$ cat src/rtl/nand_seq.sv
module nand_seq #(
  parameter int WL    = 2,
  parameter int WH    = 2,
  parameter int RL    = 2,
  parameter int RH    = 2,
  parameter int WB    = 4,
  parameter int TMO   = 4096,
  parameter int COL_W = 12,
  parameter int ROW_W = 19,
  parameter int LEN_W = 12
) (
  input  logic             clk,
  input  logic             rst_n,
  input  logic             op_valid,
  output logic             op_ready,
  input  logic [2:0]       op_code,
  input  logic [COL_W-1:0] op_col,
  input  logic [ROW_W-1:0] op_row,
  input  logic [LEN_W-1:0] op_len,
  input  logic [7:0]       wr_data,
  input  logic             wr_valid,
  output logic             wr_ready,
  output logic [7:0]       rd_data,
  output logic             rd_valid,
  input  logic             rd_ready,
  output logic             op_done,
  output logic             op_fail,
  output logic             op_timeout,
  output logic             nand_ce_n,
  output logic             nand_cle,
  output logic             nand_ale,
  output logic             nand_we_n,
  output logic             nand_re_n,
  output logic [7:0]       nand_dq_o,
  output logic             nand_dq_oe,
  input  logic [7:0]       nand_dq_i,
  input  logic             nand_rb_n
);
  localparam int PM1 = (WL > WH) ? WL : WH;
  localparam int PM2 = (RL > RH) ? RL : RH;
  localparam int PM3 = (PM1 > PM2) ? PM1 : PM2;
  localparam int PMX = (PM3 > WB) ? PM3 : WB;
  localparam int CW  = $clog2(PMX + 1);
  localparam int TW  = $clog2(TMO + 1);

  localparam logic [2:0] OP_READ = 3'd0, OP_PROG = 3'd1, OP_ERASE = 3'd2,
                         OP_STAT = 3'd3, OP_ID = 3'd4, OP_RST = 3'd5, OP_RAND = 3'd6;
  localparam logic [2:0] K_CMD = 3'd0, K_ADR = 3'd1, K_WR = 3'd2, K_RD = 3'd3,
                         K_RS = 3'd4, K_WT = 3'd5, K_END = 3'd6;

  typedef enum logic [2:0] {S_IDLE, S_STEP, S_WLO, S_WHI, S_RLO, S_RHI, S_HOLD, S_WAIT} st_t;
  st_t st;
  logic             fin;
  logic [2:0]       op_q, cur_k;
  logic [7:0]       cur_b, cap;
  logic [COL_W-1:0] col_q;
  logic [ROW_W-1:0] row_q;
  logic [LEN_W-1:0] rem;
  logic [3:0]       idx;
  logic [CW-1:0]    cnt;
  logic [TW-1:0]    tmo;
  logic             fail_q, tmo_q;
  logic [10:0]      item;
  logic [15:0]      col16;
  logic [23:0]      row24;
  logic [7:0]       ab [0:5];

  assign col16 = 16'(col_q);
  assign row24 = 24'(row_q);
  assign ab[0] = col16[7:0];
  assign ab[1] = col16[15:8];
  assign ab[2] = row24[7:0];
  assign ab[3] = row24[15:8];
  assign ab[4] = row24[23:16];
  assign ab[5] = 8'h00;

  always_comb begin
    item = {K_END, 8'h00};
    case (op_q)
      OP_READ: case (idx)
        4'd0: item = {K_CMD, 8'h00};
        4'd1, 4'd2, 4'd3, 4'd4, 4'd5: item = {K_ADR, ab[3'(idx - 4'd1)]};
        4'd6: item = {K_CMD, 8'h30};
        4'd7: item = {K_WT, 8'h00};
        4'd8: item = {K_RD, 8'h00};
        default: ;
      endcase
      OP_PROG: case (idx)
        4'd0: item = {K_CMD, 8'h80};
        4'd1, 4'd2, 4'd3, 4'd4, 4'd5: item = {K_ADR, ab[3'(idx - 4'd1)]};
        4'd6: item = {K_WR, 8'h00};
        4'd7: item = {K_CMD, 8'h10};
        4'd8: item = {K_WT, 8'h00};
        4'd9: item = {K_CMD, 8'h70};
        4'd10: item = {K_RS, 8'h00};
        default: ;
      endcase
      OP_ERASE: case (idx)
        4'd0: item = {K_CMD, 8'h60};
        4'd1, 4'd2, 4'd3: item = {K_ADR, ab[3'(idx + 4'd1)]};
        4'd4: item = {K_CMD, 8'hD0};
        4'd5: item = {K_WT, 8'h00};
        4'd6: item = {K_CMD, 8'h70};
        4'd7: item = {K_RS, 8'h00};
        default: ;
      endcase
      OP_STAT: case (idx)
        4'd0: item = {K_CMD, 8'h70};
        4'd1: item = {K_RD, 8'h00};
        default: ;
      endcase
      OP_ID: case (idx)
        4'd0: item = {K_CMD, 8'h90};
        4'd1: item = {K_ADR, ab[5]};
        4'd2: item = {K_RD, 8'h00};
        default: ;
      endcase
      OP_RST: case (idx)
        4'd0: item = {K_CMD, 8'hFF};
        4'd1: item = {K_WT, 8'h00};
        default: ;
      endcase
      OP_RAND: case (idx)
        4'd0: item = {K_CMD, 8'h05};
        4'd1, 4'd2: item = {K_ADR, ab[3'(idx - 4'd1)]};
        4'd3: item = {K_CMD, 8'hE0};
        4'd4: item = {K_RD, 8'h00};
        default: ;
      endcase
      default: ;
    endcase
  end

  always_ff @(posedge clk or negedge rst_n) begin
    if (!rst_n) begin
      st <= S_IDLE; fin <= 1'b0; op_q <= '0; cur_k <= K_END; cur_b <= '0; cap <= '0;
      col_q <= '0; row_q <= '0; rem <= '0; idx <= '0; cnt <= '0; tmo <= '0;
      fail_q <= 1'b0; tmo_q <= 1'b0;
    end else begin
      fin <= 1'b0;
      case (st)
        S_IDLE: if (op_valid && !fin) begin
          op_q <= op_code; col_q <= op_col; row_q <= op_row; idx <= '0;
          rem <= (op_len == '0 || op_code == OP_STAT) ? LEN_W'(1) : op_len;
          fail_q <= 1'b0; tmo_q <= 1'b0; st <= S_STEP;
        end
        S_STEP: begin
          cur_k <= item[10:8];
          case (item[10:8])
            K_CMD, K_ADR: begin cur_b <= item[7:0]; cnt <= CW'(WL - 1); st <= S_WLO; end
            K_WR: if (wr_valid) begin cur_b <= wr_data; cnt <= CW'(WL - 1); st <= S_WLO; end
            K_RD, K_RS: begin cnt <= CW'(RL - 1); st <= S_RLO; end
            K_WT: begin cnt <= CW'(WB - 1); tmo <= '0; st <= S_WAIT; end
            default: begin fin <= 1'b1; st <= S_IDLE; end
          endcase
        end
        S_WLO: if (cnt == '0) begin cnt <= CW'(WH - 1); st <= S_WHI; end else cnt <= cnt - CW'(1);
        S_WHI: if (cnt == '0) begin
          st <= S_STEP;
          if (cur_k == K_WR && rem != LEN_W'(1)) rem <= rem - LEN_W'(1); else idx <= idx + 4'd1;
        end else cnt <= cnt - CW'(1);
        S_RLO: if (cnt == '0) begin cap <= nand_dq_i; cnt <= CW'(RH - 1); st <= S_RHI; end
               else cnt <= cnt - CW'(1);
        S_RHI: if (cnt == '0) begin
          if (cur_k == K_RS) begin fail_q <= cap[0]; idx <= idx + 4'd1; st <= S_STEP; end
          else st <= S_HOLD;
        end else cnt <= cnt - CW'(1);
        S_HOLD: if (rd_ready) begin
          st <= S_STEP;
          if (rem != LEN_W'(1)) rem <= rem - LEN_W'(1); else idx <= idx + 4'd1;
        end
        S_WAIT: begin
          tmo <= tmo + TW'(1);
          if (tmo == TW'(TMO - 1)) begin tmo_q <= 1'b1; fail_q <= 1'b1; fin <= 1'b1; st <= S_IDLE; end
          else if (cnt != '0) cnt <= cnt - CW'(1);
          else if (nand_rb_n) begin idx <= idx + 4'd1; st <= S_STEP; end
        end
        default: st <= S_IDLE;
      endcase
    end
  end

  logic wr_cyc;
  assign wr_cyc     = (st == S_WLO) || (st == S_WHI);
  assign op_ready   = (st == S_IDLE) && !fin;
  assign op_done    = fin;
  assign op_fail    = fail_q;
  assign op_timeout = tmo_q;
  assign wr_ready   = (st == S_STEP) && (item[10:8] == K_WR);
  assign rd_valid   = (st == S_HOLD);
  assign rd_data    = cap;
  assign nand_ce_n  = (st == S_IDLE);
  assign nand_we_n  = (st != S_WLO);
  assign nand_re_n  = (st != S_RLO);
  assign nand_cle   = wr_cyc && (cur_k == K_CMD);
  assign nand_ale   = wr_cyc && (cur_k == K_ADR);
  assign nand_dq_oe = wr_cyc;
  assign nand_dq_o  = cur_b;

  AST_WE_LOW_STABLE: assert property (@(posedge clk) disable iff (!rst_n)
    (!nand_we_n && $past(!nand_we_n)) |-> ($stable(nand_dq_o) && $stable(nand_cle) && $stable(nand_ale)));
  AST_STROBE_FRAMED: assert property (@(posedge clk) disable iff (!rst_n)
    (!nand_we_n || !nand_re_n) |-> !nand_ce_n);
  AST_RD_HOLD: assert property (@(posedge clk) disable iff (!rst_n)
    (rd_valid && !rd_ready) |=> (rd_valid && $stable(rd_data)));
  AST_NO_READ_BUSY: assert property (@(posedge clk) disable iff (!rst_n)
    !nand_re_n |-> nand_rb_n);
  AST_TMO_FAIL: assert property (@(posedge clk) disable iff (!rst_n)
    op_timeout |-> op_fail);
  AST_DONE_PULSE: assert property (@(posedge clk) disable iff (!rst_n)
    op_done |=> (!op_done && op_ready));
endmodule

$ cat config.mk
export PLATFORM = sky130hd
export DESIGN_NAME = nand_seq
export DESIGN_NICKNAME = d
export VERILOG_FILES = /design/src/rtl/nand_seq.sv
export SDC_FILE = /design/constraint.sdc
export NUM_CORES = 1
export LEC_CHECK = 0
export BUFFER_PORTS_ARGS = -buffer_cell sky130_fd_sc_hd__buf_2
export CORE_AREA = 2 2 127 153
export DETAILED_ROUTE_END_ITERATION = 12
export DIE_AREA = 0 0 129 155
export HOLD_SLACK_MARGIN = 0.05
export PLACE_DENSITY_LB_ADDON = 0.25
export SLEW_MARGIN = 20
export SYNTH_ARGS = -nofsm -noshare
export SYNTH_HDL_FRONTEND = slang
export SYNTH_SLANG_ARGS = --single-unit
$ cat constraint.sdc
create_clock -name clk -period 4.2 [get_ports clk]
set_input_delay 0.21 -clock clk [delete_from_list [all_inputs] [get_ports clk]]
set_output_delay 0.21 -clock clk [all_outputs]
set_load 0.01 [all_outputs]
Word-level counts from Yosys, hierarchy flattened
Index checks and enable logic that the tools add are counted.

Flip-flop bits (word level): 91. Output and inout bits: 28.

Add/sub/neg operators: 5. $lt $le $gt $ge: 2. Equality and inequality tests: 59. Mux-type cells: 65. Bitwise logic cells: 2. Reduce and logical (&&, ||, !) cells: 43.

Operator list (count): 11-bit case mux with 7 select lines (2); 12-bit 2-to-1 mux (6); 11-bit case mux with 6 select lines (1); 11-bit case mux with 5 select lines (1); 8-bit binary-select mux with 3-bit select (2); 3-bit 2-to-1 mux (16); 11-bit case mux with 2 select lines (2); 11-bit case mux with 4 select lines (1); 4-bit 2-to-1 mux (10); 8-bit 2-to-1 mux (5); 12-bit case mux with 3 select lines (1); 11-bit case mux with 3 select lines (1); 3-bit == test, second input constant (10); 2-bit inequality test, second input constant (15); 13-bit case mux with 2 select lines (1); 3-bit by 2-bit == test with 1-bit output, second input constant (8); 3-bit case mux with 4 select lines (2); 3-bit case mux with 8 select lines (1); 4-bit case mux with 5 select lines (1); 4-bit by 3-bit == test with 1-bit output, second input constant (4); 8-bit case mux with 2 select lines (1); 3-bit zero test (5); 13-bit by 1-bit adder with 13-bit output, second input constant (1); 13-bit by 12-bit == test with 1-bit output, second input constant (1); other kinds (39) (78).

Logic depth before layout (Yosys ltp)
Gate-level depths: netlist (run 1).

Depth in word-level cells: 11. Mapped depth: 14.

Least setup slack after synthesis (run 1)
OpenSTA, ideal clock, no wires.

Kind: flip-flop to flip-flop. Start point: register idx[0]. End point: register cur_b[4], in the netlist nand_dq_o[4]. Library setup time: 0.125 ns. Arrival time: 2.781 ns. Setup slack: 1.294 ns. Cell stages (with the launch flop): 14. Path buffers: 5. Cell sequence: dfrtp_1 -> clkbuf_1 -> inv_1 -> clkbuf_1 -> ha_1 -> buf_6 -> or3_1 -> a22oi_1 -> o2111ai_1 -> and3_4 -> buf_6 -> o21bai_1 -> buf_4 -> mux2_4.

Word-level cells in the longest chain between the ends: 8.

RTL lines: start: declaration (RTL line 59) `logic [3:0] idx;`; start signal: assignment (RTL line 160) `if (cur_k == K_WR && rem != LEN_W'(1)) rem <= rem - LEN_W'(1); else idx <= idx + 4'd1;`; start signal: assignment (RTL line 170) `if (rem != LEN_W'(1)) rem <= rem - LEN_W'(1); else idx <= idx + 4'd1;`; 4-bit by 1-bit adder with 4-bit output (tied with other cells); 3-bit NOT with 4-bit output (not written as such) (tied with other cells) (RTL line 100) `4'd1, 4'd2, 4'd3: item = {K_ADR, ab[3'(idx + 4'd1)]};`; 8-bit binary-select mux with 3-bit select (tied with other cells) (RTL line 100); 8-bit 2-to-1 mux (not written as such) (tied with other cells) (2 in a row) (RTL line 100); 11-bit case mux with 6 select lines (tied with other cells) (RTL line 98) `OP_ERASE: case (idx)`; 11-bit case mux with 7 select lines (*) (RTL line 79) `case (op_q)`; 8-bit case mux with 2 select lines / 3-bit AND reduction (equally long branches); end signal: assignment (RTL line 136) `st <= S_IDLE; fin <= 1'b0; op_q <= '0; cur_k <= K_END; cur_b <= '0; cap <= '0;`; end signal: assignment (RTL line 150) `K_CMD, K_ADR: begin cur_b <= item[7:0]; cnt <= CW'(WL - 1); st <= S_WLO; end`; end signal: assignment (RTL line 151) `K_WR: if (wr_valid) begin cur_b <= wr_data; cnt <= CW'(WL - 1); st <= S_WLO; end`; end: declaration (RTL line 55) `logic [7:0] cur_b, cap;`.

Mark *: on every way between the ends. The rest lies on a longest branch, timed or not. The select of a mux whose other input is x is not followed. A chain may end at the register's enable or synchronous reset.

Worst setup path after layout (run 1)
Same ends and word-level chain as after synthesis.

==> run metrics, run 1 <==
busiest layer in global routing met2; Worst Clk Skew 0.0133 ns; Worst Hold Class primary input to flop; status finished, final reports clean; critical path arrival around 3.9 ns; DR iter-0 viols 347; hpwl dp about 12000 um; CTS Sinks 91; post-synthesis simple-gate area fraction around a fifth; Hold Fails Final Rpt 0; met3 global-route usage 2.82%; WHS 0.0851 ns; Max stage delay on crit path between 0.8 and 0.9 ns; TritonCTS clock tree yes; top_reg_cell synth dfrtp_1; drt first pass iters 5; Top delay family on crit path compound AO/OA/AOI/OAI gates; Least-Margin Pin Slew 1.15 ns; largest family of logic cells by synthesized area compound AO/OA/AOI/OAI gates; vias in the first global route between 5000 and 6000; maximum vdd drop 0.259 mV; Root Driver clkbuf_16; fin. max-slew vios 0; number of diodes 0; Post-Syn Area about 6000 um^2; GR Util met1 21.9%; Slew headroom 23.3%; Syn-to-layout area delta 15.4%; Starting Density about a third; CP max stage cell o21bai_1; Antenna Nets Post-Route 0; max cap viols 0; share of cells above drive strength 1 roughly a quarter; total global routing overflow 0; global-route wire length before repair 26300 um; Die ar. 20000 um^2; Leak roughly 3.0 nW; Buf+Inv Stages, Crit Path 1; DR WL/cell 16.1 um; Mapped Avg Cell Area 8.98 um^2; core area 18600 um^2; number of post-CTS setup repair buffers 0; Total Power 5.46 mW; number of H-tree levels 3; Yosys reg bits 91; asr flop ratio synth 100%; largest net degree at the start of global routing slightly below 70; Synth Area in XOR/XNOR 1.17%; CTS buffer count 9; CP Cell Sequence inv_1, ha_1, nand2b_1, a211oi_1, a32oi_1, nand3_2, nor2_1, o21bai_1, mux2_4; setup_tns 0 ns; Tot GR Track Use between 15 and 20%; Tmin final 3.67 ns; DRC violations left 0; routed wire length 16100 um; Rows 55; Cell variety after synth between 70 and 80; Req. time, crit path 4.43 ns; Via Count 5386; Synth Area in Compound Gates a little over a fifth; Synth warnings 0; Syn Nets 745; placed cells 981; PwrDens roughly 790 nW/um^2; via/cell ratio 5.40; Post-synth EDFFs 0; fin crit share 87.4%; nets between 800 and 900; port bufs 95; Worst Setup Slack, final 0.527 ns; mux cell area share after synthesis between 10% and 20%; Setup Crit Path Kind flop to flop; critical path peak fanout 20; GR Util met2 26.3%; CTS Buffer Depth 2; startpoint types flop; die outline height 155 um; non-filler cells, final 998; initial antenna violation count 0; clk_lat worst skew 0.35 ns; Clock Pin Slew Worst Setup and Hold Paths 0.08 ns; RSZ-0062 raised after global routing no; GPL Wtd Cong 0.867; Synth Area in Adders ~1.9%; Max Clock Freq 272 MHz; Setup Slack @ Placement between 0.5 and 0.6 ns; # setup viols final 0; CP Capture Type flop; Boundary Pins 96; post-synthesis sequential area ratio 38.0%; Die W 129 um; Syn Inst Count ~670
==> cell families (layout without fill, tap and decap cells) <==
family / after synthesis / in the layout
multiplexers: 63 / 63
adder cells (fa/ha/maj): 9 / 9
buffers and inverters: 72 / 146
AND/OR/NAND/NOR: 226 / 226
AO/OA/AOI/OAI: 199 / 199
flip-flops: 91 / 91
XOR/XNOR: 8 / 8
==> cell usage after synthesis (all sizes together) (4+ instances only) <==
library cell | count | area share, %
xor2 | 6 | 0.88
a21oi | 45 | 3.8
o311ai | 4 | 0.58
clkbuf | 16 | 1.0
nor2 | 42 | 2.6
and2 | 4 | 0.42
ha | 9 | 1.9
a22oi | 7 | 0.88
a211o | 5 | 0.75
o22ai | 7 | 0.73
mux2 | 46 | 8.8
a31oi | 6 | 0.63
o22a | 4 | 0.58
buf | 31 | 3.1
nand4 | 7 | 0.73
nor4 | 13 | 1.7
dfrtp | 89 | 37
mux2i | 15 | 2.5
o21ai | 57 | 4.8
and3 | 8 | 0.92
a2111oi | 4 | 0.58
nor2b | 13 | 1.4
nand3 | 28 | 2.4
nor3 | 20 | 1.8
inv | 24 | 1.5
o31ai | 8 | 1.0
o211ai | 11 | 1.4
nand2b | 9 | 0.94
a211oi | 5 | 0.71
nand2 | 59 | 3.7
or3 | 6 | 0.63
nand3b | 4 | 0.50
==> worst paths after layout <==
path,end,start,cells past startpoint,slack (ns)
max,nand_dq_o[4],idx[0],9,0.53
min,col_q[1],op_col[1],2,0.09
max reg2reg,nand_dq_o[4],idx[0],9,0.53
min reg2reg,tmo[11],tmo[11],1,0.48
max in group asynchronous,row_q[10],rst_n,3,2.82
min in group asynchronous,row_q[14],rst_n,2,0.52
==> where the power goes <==
part / switching (mW) / leakage, nW / total (mW) / internal [mW]
clock network: 0.384 / 0.142 / 0.803 / 0.418
logic: 1.75 / 1.71 / 3.01 / 1.26
registers: 0.387 / 1.13 / 1.65 / 1.26
==> area by class of cell <==
| cell class | count | area (um^2) |
|---|---|---|
| clock buffers | 9 | 225 |
| multi-input cells | 505 | 3380 |
| clock inverters | 7 | 67.6 |
| well taps | 256 | 320 |
| inverters | 25 | 93.8 |
| repair buffers | 105 | 556 |
| fillers | 1944 | 11700 |
| flip-flops and latches | 91 | 2280 |
==> placed cells by master, fill, tap and decap left out, types with 4 or more instances in the layout <==
master / n
buf_2: 94
dfrtp_1: 89
nand2_1: 59
o21ai_0: 57
a21oi_1: 45
mux2_2: 43
nor2_1: 42
nand3_1: 27
inv_1: 23
nor3_1: 18
mux2i_1: 15
nor2b_1: 13
o211ai_1: 11
nor4_1: 11
buf_4: 10
nand2b_1: 9
ha_1: 9
clkbuf_16: 9
o31ai_1: 8
nand4_1: 7
and3_1: 7
o22ai_1: 7
a22oi_1: 7
or3_1: 6
a31oi_1: 6
xor2_1: 6
nand3b_1: 4
a211oi_1: 4
o22a_1: 4
and2_1: 4
a211o_1: 4
a2111oi_0: 4
==> registers in the layout, summed over array words and instances (netlist names) <==
name	count
op_fail	1
op_q	3
st	3
op_timeout	1
rd_data	8
tmo	13
cnt	3
rem	12
col_q	12
cur_k	3
op_done	1
row_q	19
idx	4
nand_dq_o	8
==> per-layer routing <==
layer  wire length, um  share of wire, %
met5                 0                 0
met4               501               3.1
met2              7750                48
met3               688               4.3
met1              7180                45
==> per-stage QoR <==
step / instance area (um^2) / util [%]
global route: 6920 / 37.1
floorplan: 6000 / -
global placement: 6620 / 35.5
CTS: 6920 / 37.1
finish: 6920 / 37.1
detailed placement: 6620 / 35.5
==> what timing repair did <==
| action | in CTS | in global routing |
|---|---|---|
| endpoints found under the hold margin | 65 | 0 |
| gates resized for setup | 0 | 0 |
| hold buffers | 1 | 0 |
Note: power is estimated with default switching activity, not from simulation.
==> inputs of run 2 (changes only) <==
clock period = 3.57 ns   (was 4.2 ns; I/O delays follow)
==> run metrics, run 2 (synthesized netlist as in run 1, its figures left out) <==
hpwl dp 12000 um; PwrDens slightly above 900 nW/um^2; CP max stage cell o21bai_1; number of H-tree levels 3; CTS Sinks 91; clk_lat worst skew 0.35 ns; fin crit share between 80% and 90%; Req. time, crit path 3.81 ns; die outline height 155 um; Buf+Inv Stages, Crit Path 1; Root Driver clkbuf_16; Die ar. about 20000 um^2; Worst Hold Class primary input to flop; Starting Density 32.2%; core area 18600 um^2; Setup Slack @ Placement approximately 0.35 ns; Rows 55; CP Cell Sequence inv_1, ha_1, or3_1, a22oi_1, o2111ai_1, and3_4, o21bai_1, mux2_4; Setup Crit Path Kind flop to flop; total global routing overflow 0; PostCTS Resize Cnt 0; most common cell after layout, fill and taps aside buf_2; Hold Fails Final Rpt 0; Clock Pin Slew Worst Setup and Hold Paths 0.07 ns; number of post-CTS setup repair buffers 0; RSZ-0062 raised after global routing no; reg2reg path depth 8; share of cells above drive strength 1 25.3%; Boundary Pins 96; r2r startpoint idx[0]; GPL Wtd Cong ~0.86; status finished, final reports clean; largest net degree at the start of global routing 78; CP Capture Type flop; CTS buffer count 9; Hold EP row_q[3]; Max Clock Freq 314 MHz; startpoint types flop; Slew headroom 30.1%; global-route wire length before repair about 27000 um; Worst Setup Slack, final 0.388 ns; Fill cells 1942; max cap viols 0; Largest regs row_q (19), tmo (13); Least-Margin Pin Slew 1.05 ns; Tot GR Track Use 16.8%; # setup viols final 0; DR WL/cell 16.1 um; Top delay family on crit path compound AO/OA/AOI/OAI gates; Via Count 5498; Antenna Nets Post-Route 0; via/cell ratio between 5 and 6; port bufs 95; initial antenna violation count 0; FF/Latch Area 2280 um^2; R2R setup slack 0.39 ns; critical path peak fanout 13; RR Endpoint nand_dq_o[4]; commonest non-fill, non-tap cells in the layout 94 x buf_2, 89 x dfrtp_1, 59 x nand2_1; area of the multi-input gates 3380 um^2; nets about 840; TritonCTS clock tree yes; WHS 0.0611 ns; Tmin final 3.18 ns; fin. max-slew vios 0; maximum vdd drop approximately 0.33 mV; DR iter-0 viols ~220; critical path arrival roughly 3.4 ns; Syn-to-layout area delta 19.8%; number of diodes 0; worst hold start op_row[3]; drt first pass iters 5; max reg flops 19; hold buffer count at CTS 17; Reg with most FFs row_q; hold depth 2; Worst Clk Skew between 0.01 and 0.015 ns; CTS Buffer Depth 2; setup_tns 0 ns; DRC violations left 0; vias in the first global route 5258; routed wire length 16500 um; Max stage delay on crit path 0.83 ns; Die W 129 um; Leak around 3.1 nW
-- run 2: cell count changes in the layout (fill, tap and decap cells not counted), sizes merged --
cell         before  now
buf             104  115
bufinv            0    1
clkinv            3    2
clkinvlp          1    4
dlygate4sd3       1   18
inv              28   25
-- run 2: power breakdown --
| part | switching [mW] | internal [mW] |
|---|---|---|
| sequential | 0.450 | 1.49 |
| combinational | 2.08 | 1.58 |
| clock | 0.441 | 0.547 |
| total | 2.97 | 3.61 |
-- run 2: worst max path at each step --
stage,slack (ns),startpoint,to,cells after the start
2_1_floorplan,0.66,idx[0],nand_dq_o[4],13
3_3_place_gp,0.39,idx[0],nand_dq_o[6],8
3_5_place_dp,0.35,idx[0],nand_dq_o[5],8
4_1_cts,0.34,idx[0],nand_dq_o[4],8
5_1_grt,0.13,idx[0],nand_dq_o[6],9
6_report,0.39,idx[0],nand_dq_o[4],8
-- run 2: layer usage --
layer | up-vias | global-route usage, % | part of all wire, %
met4 | 0 | 8.13 | 3.2
met2 | 162 | 27.6 | 48
met3 | 29 | 3.09 | 5.4
li1 | 2671 | - | -
met5 | - | 0 | 0
met1 | 2636 | 21.2 | 43
-- run 2: metrics by stage --
step	instances	power [mW]	area (um^2)	utilization (%)
2_1_floorplan	668	4.65	6000	-
3_3_place_gp	992	5.59	6700	35.9
3_5_place_dp	992	5.59	6700	35.9
4_1_cts	1025	6.62	7170	38.5
5_1_grt	1026	7.16	7190	38.5
6_report	1026	6.59	7190	38.5
-- run 2: cell type report --
class / count / share of cell area (%)
clock buffer: 9 / 3.13
tap: 256 / 4.46
sequential: 91 / 31.7
multi-input combinational: 505 / 47.0
timing repair buffer: 133 / 11.3
inverter: 25 / 1.31
clock inverter: 7 / 1.08
-- run 2: worst register-to-register path: stages (launching register included) --
cell	delay, ns
dfrtp_1	0.41
inv_1	0.09
ha_1	0.37
or3_1	0.43
a22oi_1	0.21
o2111ai_1	0.16
and3_4	0.23
o21bai_1	0.83
mux2_4	0.35
